**src/rtl/ebc_pkg.sv**
```systemverilog
package ebc_pkg;
  localparam int unsigned EBC_ADDR_W = 20;
  localparam int unsigned EBC_DATA_W = 16;
  localparam int unsigned EBC_NUM_CS = 4;

  typedef enum logic [2:0] {
    ST_IDLE = 3'd0,
    ST_ADDR = 3'd1,
    ST_STRB = 3'd2,
    ST_REL  = 3'd3,
    ST_HOLD = 3'd4
  } ebc_state_e;

  typedef struct packed {
    logic lo;
    logic hi;
  } ebc_lane_t;
endpackage

```
**src/rtl/ebc_sync.sv**
```systemverilog
module ebc_sync #(
  parameter int   STAGES  = 2,
  parameter logic RST_VAL = 1'b1
) (
  input  logic clk,
  input  logic rst,
  input  logic d,
  output logic q
);
  logic [STAGES-1:0] chain;

  for (genvar g = 0; g < STAGES; g++) begin : g_stage
    if (g == 0) begin : g_first
      always_ff @(posedge clk) begin
        if (rst) chain[0] <= RST_VAL;
        else     chain[0] <= d;
      end
    end else begin : g_next
      always_ff @(posedge clk) begin
        if (rst) chain[g] <= RST_VAL;
        else     chain[g] <= chain[g-1];
      end
    end
  end

  assign q = chain[STAGES-1];
endmodule

```
**src/rtl/ebc_cs_decode.sv**
```systemverilog
module ebc_cs_decode #(
  parameter  int NUM_CS = 4,
  localparam int SEL_W  = $clog2(NUM_CS)
) (
  input  logic [SEL_W-1:0]  sel,
  output logic [NUM_CS-1:0] cs_n
);
  for (genvar i = 0; i < NUM_CS; i++) begin : g_cs
    assign cs_n[i] = (sel != SEL_W'(i));
  end
endmodule

```
**src/rtl/ebc_lane_map.sv**
```systemverilog
module ebc_lane_map
  import ebc_pkg::*;
#(
  parameter  int ADDR_W = 20,
  parameter  int DATA_W = 16,
  localparam int HALF_W = DATA_W / 2
) (
  input  logic [ADDR_W-1:0] addr,
  input  logic [1:0]        be,
  input  logic [DATA_W-1:0] wdata,
  input  logic              bus8,
  output logic [ADDR_W-1:0] xaddr,
  output ebc_lane_t         lane,
  output logic [DATA_W-1:0] aphase,
  output logic [DATA_W-1:0] wbus
);
  always_comb begin
    if (bus8) begin
      lane.lo = ~addr[0];
      lane.hi = addr[0];
      xaddr   = addr;
      aphase  = {{HALF_W{1'b0}}, addr[HALF_W-1:0]};
      wbus    = {{HALF_W{1'b0}}, wdata[HALF_W-1:0]};
    end else begin
      lane.lo = be[0];
      lane.hi = be[1];
      xaddr   = {addr[ADDR_W-1:1], ~be[0] & be[1]};
      aphase  = {{HALF_W{1'b0}}, addr[HALF_W:1]};
      wbus    = wdata;
    end
  end
endmodule

```
**src/rtl/ext_bus_ctrl.sv**
```systemverilog
module ext_bus_ctrl
  import ebc_pkg::*;
#(
  parameter int ADDR_W    = EBC_ADDR_W,
  parameter int DATA_W    = EBC_DATA_W,
  parameter int NUM_CS    = EBC_NUM_CS,
  parameter int HOLD_SYNC = 2
) (
  input  logic              clk,
  input  logic              rst,
  input  logic              cfg_bus8,
  input  logic              cfg_mux,
  input  logic              cfg_wr_combined,
  input  logic              req_valid,
  output logic              req_ready,
  input  logic [ADDR_W-1:0] req_addr,
  input  logic [DATA_W-1:0] req_wdata,
  input  logic [1:0]        req_be,
  input  logic              req_we,
  output logic              resp_valid,
  output logic [DATA_W-1:0] resp_rdata,
  output logic [ADDR_W-1:0] ext_addr,
  output logic [DATA_W-1:0] ext_d_out,
  input  logic [DATA_W-1:0] ext_d_in,
  output logic              ext_d_oe,
  output logic              ext_bus_oe,
  output logic [NUM_CS-1:0] ext_cs_n,
  output logic              ext_ale,
  output logic              ext_rd_n,
  output logic              ext_wrl_n,
  output logic              ext_wrh_n,
  input  logic              ext_ready,
  input  logic              ext_hold_n,
  output logic              ext_hlda_n
);
  localparam int SEL_W  = $clog2(NUM_CS);
  localparam int HALF_W = DATA_W / 2;

  ebc_state_e        state;
  logic              hold_n_s;
  logic              hold_req;
  logic              comb_eff;
  logic [NUM_CS-1:0] cs_dec_n;
  logic [ADDR_W-1:0] map_xaddr;
  ebc_lane_t         map_lane;
  logic [DATA_W-1:0] map_aphase;
  logic [DATA_W-1:0] map_wbus;

  logic              we_q;
  logic              comb_q;
  logic              bus8_q;
  ebc_lane_t         lane_q;
  logic [DATA_W-1:0] wbus_q;

  ebc_sync #(.STAGES(HOLD_SYNC), .RST_VAL(1'b1)) u_hold_sync (
    .clk (clk),
    .rst (rst),
    .d   (ext_hold_n),
    .q   (hold_n_s)
  );

  ebc_cs_decode #(.NUM_CS(NUM_CS)) u_cs_dec (
    .sel  (req_addr[ADDR_W-1 -: SEL_W]),
    .cs_n (cs_dec_n)
  );

  ebc_lane_map #(.ADDR_W(ADDR_W), .DATA_W(DATA_W)) u_lane (
    .addr   (req_addr),
    .be     (req_be),
    .wdata  (req_wdata),
    .bus8   (cfg_bus8),
    .xaddr  (map_xaddr),
    .lane   (map_lane),
    .aphase (map_aphase),
    .wbus   (map_wbus)
  );

  assign hold_req  = ~hold_n_s;
  assign comb_eff  = cfg_bus8 | cfg_wr_combined;
  assign req_ready = (state == ST_IDLE) && !hold_req;

  always_ff @(posedge clk) begin
    if (rst) begin
      state      <= ST_IDLE;
      ext_ale    <= 1'b0;
      ext_cs_n   <= '1;
      ext_rd_n   <= 1'b1;
      ext_wrl_n  <= 1'b1;
      ext_wrh_n  <= 1'b1;
      ext_addr   <= '0;
      ext_d_out  <= '0;
      ext_d_oe   <= 1'b0;
      ext_bus_oe <= 1'b1;
      ext_hlda_n <= 1'b1;
      resp_valid <= 1'b0;
      resp_rdata <= '0;
      we_q       <= 1'b0;
      comb_q     <= 1'b0;
      bus8_q     <= 1'b0;
      lane_q     <= '0;
      wbus_q     <= '0;
    end else begin
      resp_valid <= 1'b0;
      unique case (state)
        ST_IDLE: begin
          if (hold_req) begin
            state      <= ST_HOLD;
            ext_hlda_n <= 1'b0;
            ext_bus_oe <= 1'b0;
            ext_d_oe   <= 1'b0;
          end else if (req_valid) begin
            state     <= ST_ADDR;
            ext_ale   <= 1'b1;
            ext_cs_n  <= cs_dec_n;
            ext_addr  <= map_xaddr;
            ext_wrh_n <= ~(comb_eff & map_lane.hi);
            ext_d_out <= map_aphase;
            ext_d_oe  <= cfg_mux;
            we_q      <= req_we;
            comb_q    <= comb_eff;
            bus8_q    <= cfg_bus8;
            lane_q    <= map_lane;
            wbus_q    <= map_wbus;
          end
        end
        ST_ADDR: begin
          state     <= ST_STRB;
          ext_ale   <= 1'b0;
          ext_rd_n  <= we_q;
          ext_wrl_n <= ~(we_q & (comb_q | lane_q.lo));
          if (!comb_q) ext_wrh_n <= ~(we_q & lane_q.hi);
          ext_d_out <= wbus_q;
          ext_d_oe  <= we_q;
        end
        ST_STRB: begin
          if (ext_ready) begin
            state      <= ST_REL;
            ext_rd_n   <= 1'b1;
            ext_wrl_n  <= 1'b1;
            if (!comb_q) ext_wrh_n <= 1'b1;
            resp_valid <= 1'b1;
            resp_rdata <= bus8_q ? {{HALF_W{1'b0}}, ext_d_in[HALF_W-1:0]} : ext_d_in;
          end
        end
        ST_REL: begin
          state     <= ST_IDLE;
          ext_cs_n  <= '1;
          ext_wrh_n <= 1'b1;
          ext_d_oe  <= 1'b0;
        end
        ST_HOLD: begin
          if (!hold_req) begin
            state      <= ST_IDLE;
            ext_hlda_n <= 1'b1;
            ext_bus_oe <= 1'b1;
          end
        end
        default: state <= ST_IDLE;
      endcase
    end
  end

  assert_cs_onehot_R5: assert property (@(posedge clk) disable iff (rst)
    $onehot0(~ext_cs_n));

  assert_rd_wr_excl_R8: assert property (@(posedge clk) disable iff (rst)
    !ext_rd_n |-> ext_wrl_n);

  assert_ale_no_strobe_R9: assert property (@(posedge clk) disable iff (rst)
    ext_ale |-> (ext_rd_n && ext_wrl_n));

  assert_ale_single_R9: assert property (@(posedge clk) disable iff (rst)
    ext_ale |=> !ext_ale);

  assert_rd_wait_R10: assert property (@(posedge clk) disable iff (rst)
    (!ext_rd_n && !ext_ready) |=> !ext_rd_n);

  assert_wr_wait_R10: assert property (@(posedge clk) disable iff (rst)
    (!ext_wrl_n && !ext_ready) |=> !ext_wrl_n);

  assert_rd_release_R10: assert property (@(posedge clk) disable iff (rst)
    (!ext_rd_n && ext_ready) |=> (ext_rd_n && resp_valid));

  assert_hold_quiet_R11: assert property (@(posedge clk) disable iff (rst)
    !ext_hlda_n |-> (!ext_bus_oe && !ext_d_oe && !req_ready));

  assert_no_hold_midcycle_R12: assert property (@(posedge clk) disable iff (rst)
    !(&ext_cs_n) |-> ext_hlda_n);
endmodule

```
**config.mk**
```make
export PLATFORM = sky130hd
export DESIGN_NAME = ext_bus_ctrl
export DESIGN_NICKNAME = d
export VERILOG_FILES = /design/src/rtl/ebc_pkg.sv /design/src/rtl/ebc_sync.sv /design/src/rtl/ebc_cs_decode.sv /design/src/rtl/ebc_lane_map.sv /design/src/rtl/ext_bus_ctrl.sv
export SDC_FILE = /design/constraint.sdc
export NUM_CORES = 1
export LEC_CHECK = 0
export ABC_AREA = 1
export BUFFER_PORTS_ARGS = -buffer_cell sky130_fd_sc_hd__buf_2
export CORE_MARGIN = 1
export CORE_UTILIZATION = 54
export CTS_CLUSTER_DIAMETER = 80
export DETAILED_ROUTE_END_ITERATION = 8
export PLACE_DENSITY = 0.84
export SYNTH_ARGS = -nofsm -noshare
export SYNTH_HDL_FRONTEND = slang
export SYNTH_SLANG_ARGS = --single-unit
export TNS_END_PERCENT = 100
```
**constraint.sdc**
```tcl
create_clock -name clk -period 4 [get_ports clk]
set_clock_uncertainty 0.1 [all_clocks]
set_input_delay 0.4 -clock clk [delete_from_list [all_inputs] [get_ports clk]]
set_output_delay 0.4 -clock clk [all_outputs]
set_load 0.05 [all_outputs]
```
Yosys cells after proc, flatten, opt, wreduce, memory -nomap -nowiden
Index checks and enable logic that the tools add are counted.

operators by class
  equality and inequality tests = 15
  mux-type cells = 35
  bitwise operators = 12
  reduce and logical (&&, ||, !) cells = 19

operators with widths
  kind                  number
  $mux W16              4
  $pmux W16 S2          1
  $reduce_and A3 Y1     5
  $mux W1               14
  $ne A2 B2 Y1 const B  7
  $mux W3               4
  $pmux W3 S4           1
  $reduce_bool A2 Y1    5
  $mux W4               2
  $mux W8               1
  $pmux W1 S2           4
  $pmux W4 S2           1
  $eq A3 B2 Y1 const B  2
  $ne A2 B1 Y1 const B  3
  $not A1 Y1            6
  $reduce_and A2 Y1     3
  $reduce_and A6 Y1     1
  $and A1 B1 Y1         4
  $pmux W1 S4           1
  $reduce_bool A4 Y1    1
  $eq A3 B1 Y1 const B  1
  $eq A3 B3 Y1 const B  1
  $logic_not A3 Y1      1
  $ne A3 B3 Y1 const B  1
  other kinds (6)       7

word-level totals
  register bits = 89
  input port bits = 63
  output and inout bits = 65
  word-level logic and storage cells = 101

Depth between registers and ports, before layout
  depth in word-level cells = 7
  gate-level depth with buffers = 9
  mapped depth without buffers = 8

By module
Synthesis repeated with hierarchy kept, for this count alone.

second synthesis, totals
  cell total of the unflattened synthesis = 554
  area total of the unflattened synthesis = 4162.7 µm²

modules (own cells, without submodules)
  module         times used  cells each  area an instance (µm²)
  ext_bus_ctrl   1           460         3601.0
  ebc_lane_map   1           81          480.5
  ebc_sync       1           7           58.8
  ebc_cs_decode  1           6           22.5

Worst setup path after synthesis
Ideal clock, no wire load.

  kind = flip-flop to output port
  start point = register state[1]
  end point = output req_ready
  data arrival time = 0.992 ns
  required time = 3.500 ns
  setup slack = 2.508 ns
  stages on the path, launching flop included = 5
  buffers on the path = 1
  cell sequence = dfxtp_1 > nor2_4 > nand2_4 > nor2_8 > buf_4

between the ends
  cells in the longest elaborated chain, start to end = 2

ends and longest elaborated chain
  element                 RTL line             source
  start, declared         ext_bus_ctrl.sv:39   ebc_state_e state;
  start signal, assigned  ext_bus_ctrl.sv:84   state <= ST_IDLE;
  start signal, assigned  ext_bus_ctrl.sv:107  state <= ST_HOLD;
  start signal, assigned  ext_bus_ctrl.sv:112  state <= ST_ADDR;
  $logic_not A3 Y1        ext_bus_ctrl.sv:80   assign req_ready = (state == ST_IDLE) && !hold_req;
  $logic_and A1 B1 Y1     ext_bus_ctrl.sv:80
  end, declared           ext_bus_ctrl.sv:15   output logic req_ready,

Every way passes these cells.

Final worst setup path
  start point = register state[2]
  end point = register ext_rd_n

between the ends
  cells in the longest elaborated chain, start to end = 3

ends and longest elaborated chain
  element                                                       RTL line             source
  $eq A3 B2 Y1 or $eq A3 B1 Y1 (tied branches)                  ext_bus_ctrl.sv:104  unique case (state)
  $ne A2 B2 Y1 (no line) or $reduce_bool A2 Y1 (tied branches)  -
  $reduce_and A2 Y1 (no line)                                   -
  end signal, assigned                                          ext_bus_ctrl.sv:129  ext_rd_n <= we_q;
  end, declared                                                 ext_bus_ctrl.sv:29   output logic ext_rd_n,

Several ways; a longest one is shown, not always the timed one.
A chain may end at the register's enable or synchronous reset.

==> impl_metrics.csv <==
group,metric,value,unit
synth,syn-instance-count,493,
worst_hold_path,hold_class,"input pin to register",
job,maxCapViolations,0,
synth,ys_types,31,
worst_setup_path,worst-r2r-setup-slack,1.87,ns
clock_network,h-tree-depth,3,
worst_setup_path,required,4.21,ns
synth,synth_area,3730,um2
pwr,p_per_area,574,nW/um2
placed_design,post-dp-hpwl,6410,um
cells_and_area,area_growth,21.0,%
clock_network,clock_sinks,89,
placed_design,place_ws,1.89,ns
floorplan,die_w,85.1,um
synth,synth-edff-count,0,
global_route,grt_first_pass_wirelength,14900,um
worst_setup_path,cp-start-kind,"register",
pwr,vdd_drop_max,0.253,mV
sta,slew_headroom,0.553,
clock_network,ctsResizeCount,0,
worst_setup_path,cpPeakStageDelay,0.51,ns
route,drcViolationCount,0,
sta,finalSetupTns,0,ns
global_route,overflow,0,
synth,syn-num-nets,556,
pwr,leakage,2.14,nW
sta,finalHoldViolations,0,
synth,ys_seq_area_frac,0.478,
worst_setup_path,path_cells,"nor2_4 > nand2_1 > clkinv_1 > nand2_1 > o21ai_0 > nand2_1",
route,viasPerCell,5.23,
route,vias,3605,
placed_design,gp_congestion,0.839,
cells_and_area,ff_latch_area,1780,um2
route,ant_nets,0,
floorplan,die_h,85.1,um
floorplan,start_util,0.574,
worst_setup_path,worstPathArrival,2.33,ns
run_status,outcome,"completed",
cells_and_area,diodes,0,
clock_network,cts_root_buf,"clkbuf_8",
global_route,grt_max_degree,55,
synth,yosysWarnings,0,
sta,fmax,0.470,GHz
clock_network,cts.reportedPaths.clkPinSlew,0.09,ns
synth,netlist.area_leader.share,0.478,
route,drt_pre_antenna_iters,5,
clock_network,clk_latency,0.36,ns
route,post_drt_wl_per_cell,13.1,um
clock_network,hold_buffers,0,
placed_design,place_inst,673,
floorplan,rows,29,
cells_and_area,drive_gt1_frac,0.297,
sta,period_minus_slack,2.13,ns
synth,synth_top_cell_by_area,"dfxtp_1",
worst_setup_path,cp_slowest_cell,"nand2_1",
floorplan,io_pins,128,
global_route,track_usage,0.261,
clock_network,post-cts-setup-buffers,0,
worst_setup_path,critPathKind,"register to register",
route,drt-initial-drc-count,205,
cells_and_area,multiInputGateArea,1620,um2
clock_network,cts_tree,"done",
global_route,grt_pass1_vias,3364,
placed_design,io_buffer_count,127,
sta,setup_viol,0,
cells_and_area,nNetsFinal,670,
synth,postSynth.asyncResetShare,0,
synth,netlist_top_cells_area,"dfxtp_1 48%, nand2_1 13%, o21ai_0 6.6%, a21oi_1 6.2%, nand3_1 3.9%",
synth,ys_ff_latch,89,
floorplan,core,6490,um2
clock_network,cts_buffer_depth,2,
cells_and_area,final_cells,689,
worst_setup_path,cp-end-kind,"register",
floorplan,dieArea,7240,um2
clock_network,cts_made_buffers,9,
sta,setup_ws,1.87,ns
sta,drv_slew,0,
sta,finalCritPeriodShare,0.532,
route,drt_wl_total,9040,um
synth,synth.avg_cell_area,7.57,um2
cells_and_area,fillers,564,
worst_setup_path,critPathMostFrequentCell,"nand2_1",
global_route,antenna_found_initial,0,
synth,synthFlopType,"dfxtp_1",
sta,tightest_slew,0.669,ns
sta,rsz0062_at_grt,"no",
worst_setup_path,crit_fanout,23,
-- per-stage QoR --
step | hold WS, ns | total power (W) | util | instance area (um2)
finish | 0.128 | 0.00259 | 0.695 | 4510
global route | 0.133 | 0.00272 | 0.695 | 4510
CTS | 0.126 | 0.00259 | 0.695 | 4510
detailed placement | 0.296 | 0.00197 | 0.664 | 4310
global placement | 0.294 | 0.00195 | 0.664 | 4310
floorplan | 0.289 | 0.00180 | - | 3730
-- placed cells by master, fill, tap and decap left out, types with 8 or more instances in the layout --
master / instances
nand2_1: 127
buf_2: 127
dfxtp_1: 89
o21ai_0: 49
a21oi_1: 46
nor2_1: 37
inv_1: 36
nand3_1: 29
nand2_2: 13
clkbuf_8: 10
nand4_1: 9
a21oi_2: 8
-- power by group --
group          leakage, nW  switching [W]  internal, W
clock network       0.0949       0.000330     0.000307
logic                 1.32       0.000674     0.000223
registers            0.729      0.0000577     0.000998
-- sequential cells by signal (all words and copies together), names as in the netlist --
signal and cells:
ext_ale 1, resp_valid 1, bus8_q 1, resp_rdata 16
ext_wrh_n 1, state 3, wbus_q 16, ext_d_out 16
ext_wrl_n 1, u_hold_sync.q 1, ext_addr 20, ext_hlda_n 1
ext_cs_n 4, ext_rd_n 1, lane_q 2, we_q 1
u_hold_sync.chain 1, ext_d_oe 1, comb_q 1
-- layer usage --
metal / track usage / wire [um] / share of wire
met5: 0 / 0 / 0
met2: 0.435 / 4340 / 0.48
met1: 0.311 / 3790 / 0.42
met4: 0.165 / 392 / 0.043
met3: 0.0496 / 523 / 0.058
-- path summary, 6_finish.rpt --
kind / from / to / cells past startpoint
worst min register to register: u_hold_sync.chain[0] / u_hold_sync.q / 1
worst max-delay path: state[2] / ext_rd_n / 6
worst max register to register: state[2] / ext_rd_n / 6
worst min-delay path: ext_hold_n / u_hold_sync.chain[0] / 2
-- worst max-delay path: cells and delay by family, from the launching register on --
family,cells,cell delay (ns)
AND/OR/NAND/NOR,4,0.91
flip-flops,1,0.48
buffers and inverters,1,0.47
AO/OA/AOI/OAI,1,0.13
-- cell type report --
type / instances / area share
inverter: 43 / 0.0369
clock buffer: 10 / 0.0305
tap: 77 / 0.0213
multi-input combinational: 335 / 0.358
clock inverter: 6 / 0.0147
sequential: 89 / 0.395
timing repair buffer: 129 / 0.144
-- cell usage after synthesis (4+ instances only) --
cell and number:
nand4_1 9, nand2_2 13, nor2_1 37, buf_2 4, o21ai_0 49, nand2_1 127, a21oi_2 8, nand3_1 29
dfxtp_1 89, inv_1 36, clkbuf_1 8, a21oi_1 46, buf_4 8
-- cells by family (layout without fill, tap and decap cells) --
| group | Yosys count | after routing | synth area share |
|---|---|---|---|
| buffers and inverters | 69 | 188 | 0.0892 |
| AOI/OAI and AO/OA | 108 | 108 | 0.159 |
| DFF | 89 | 89 | 0.478 |
| and+or+nand+nor | 227 | 227 | 0.274 |
Note: power is estimated with default switching activity, not from simulation.
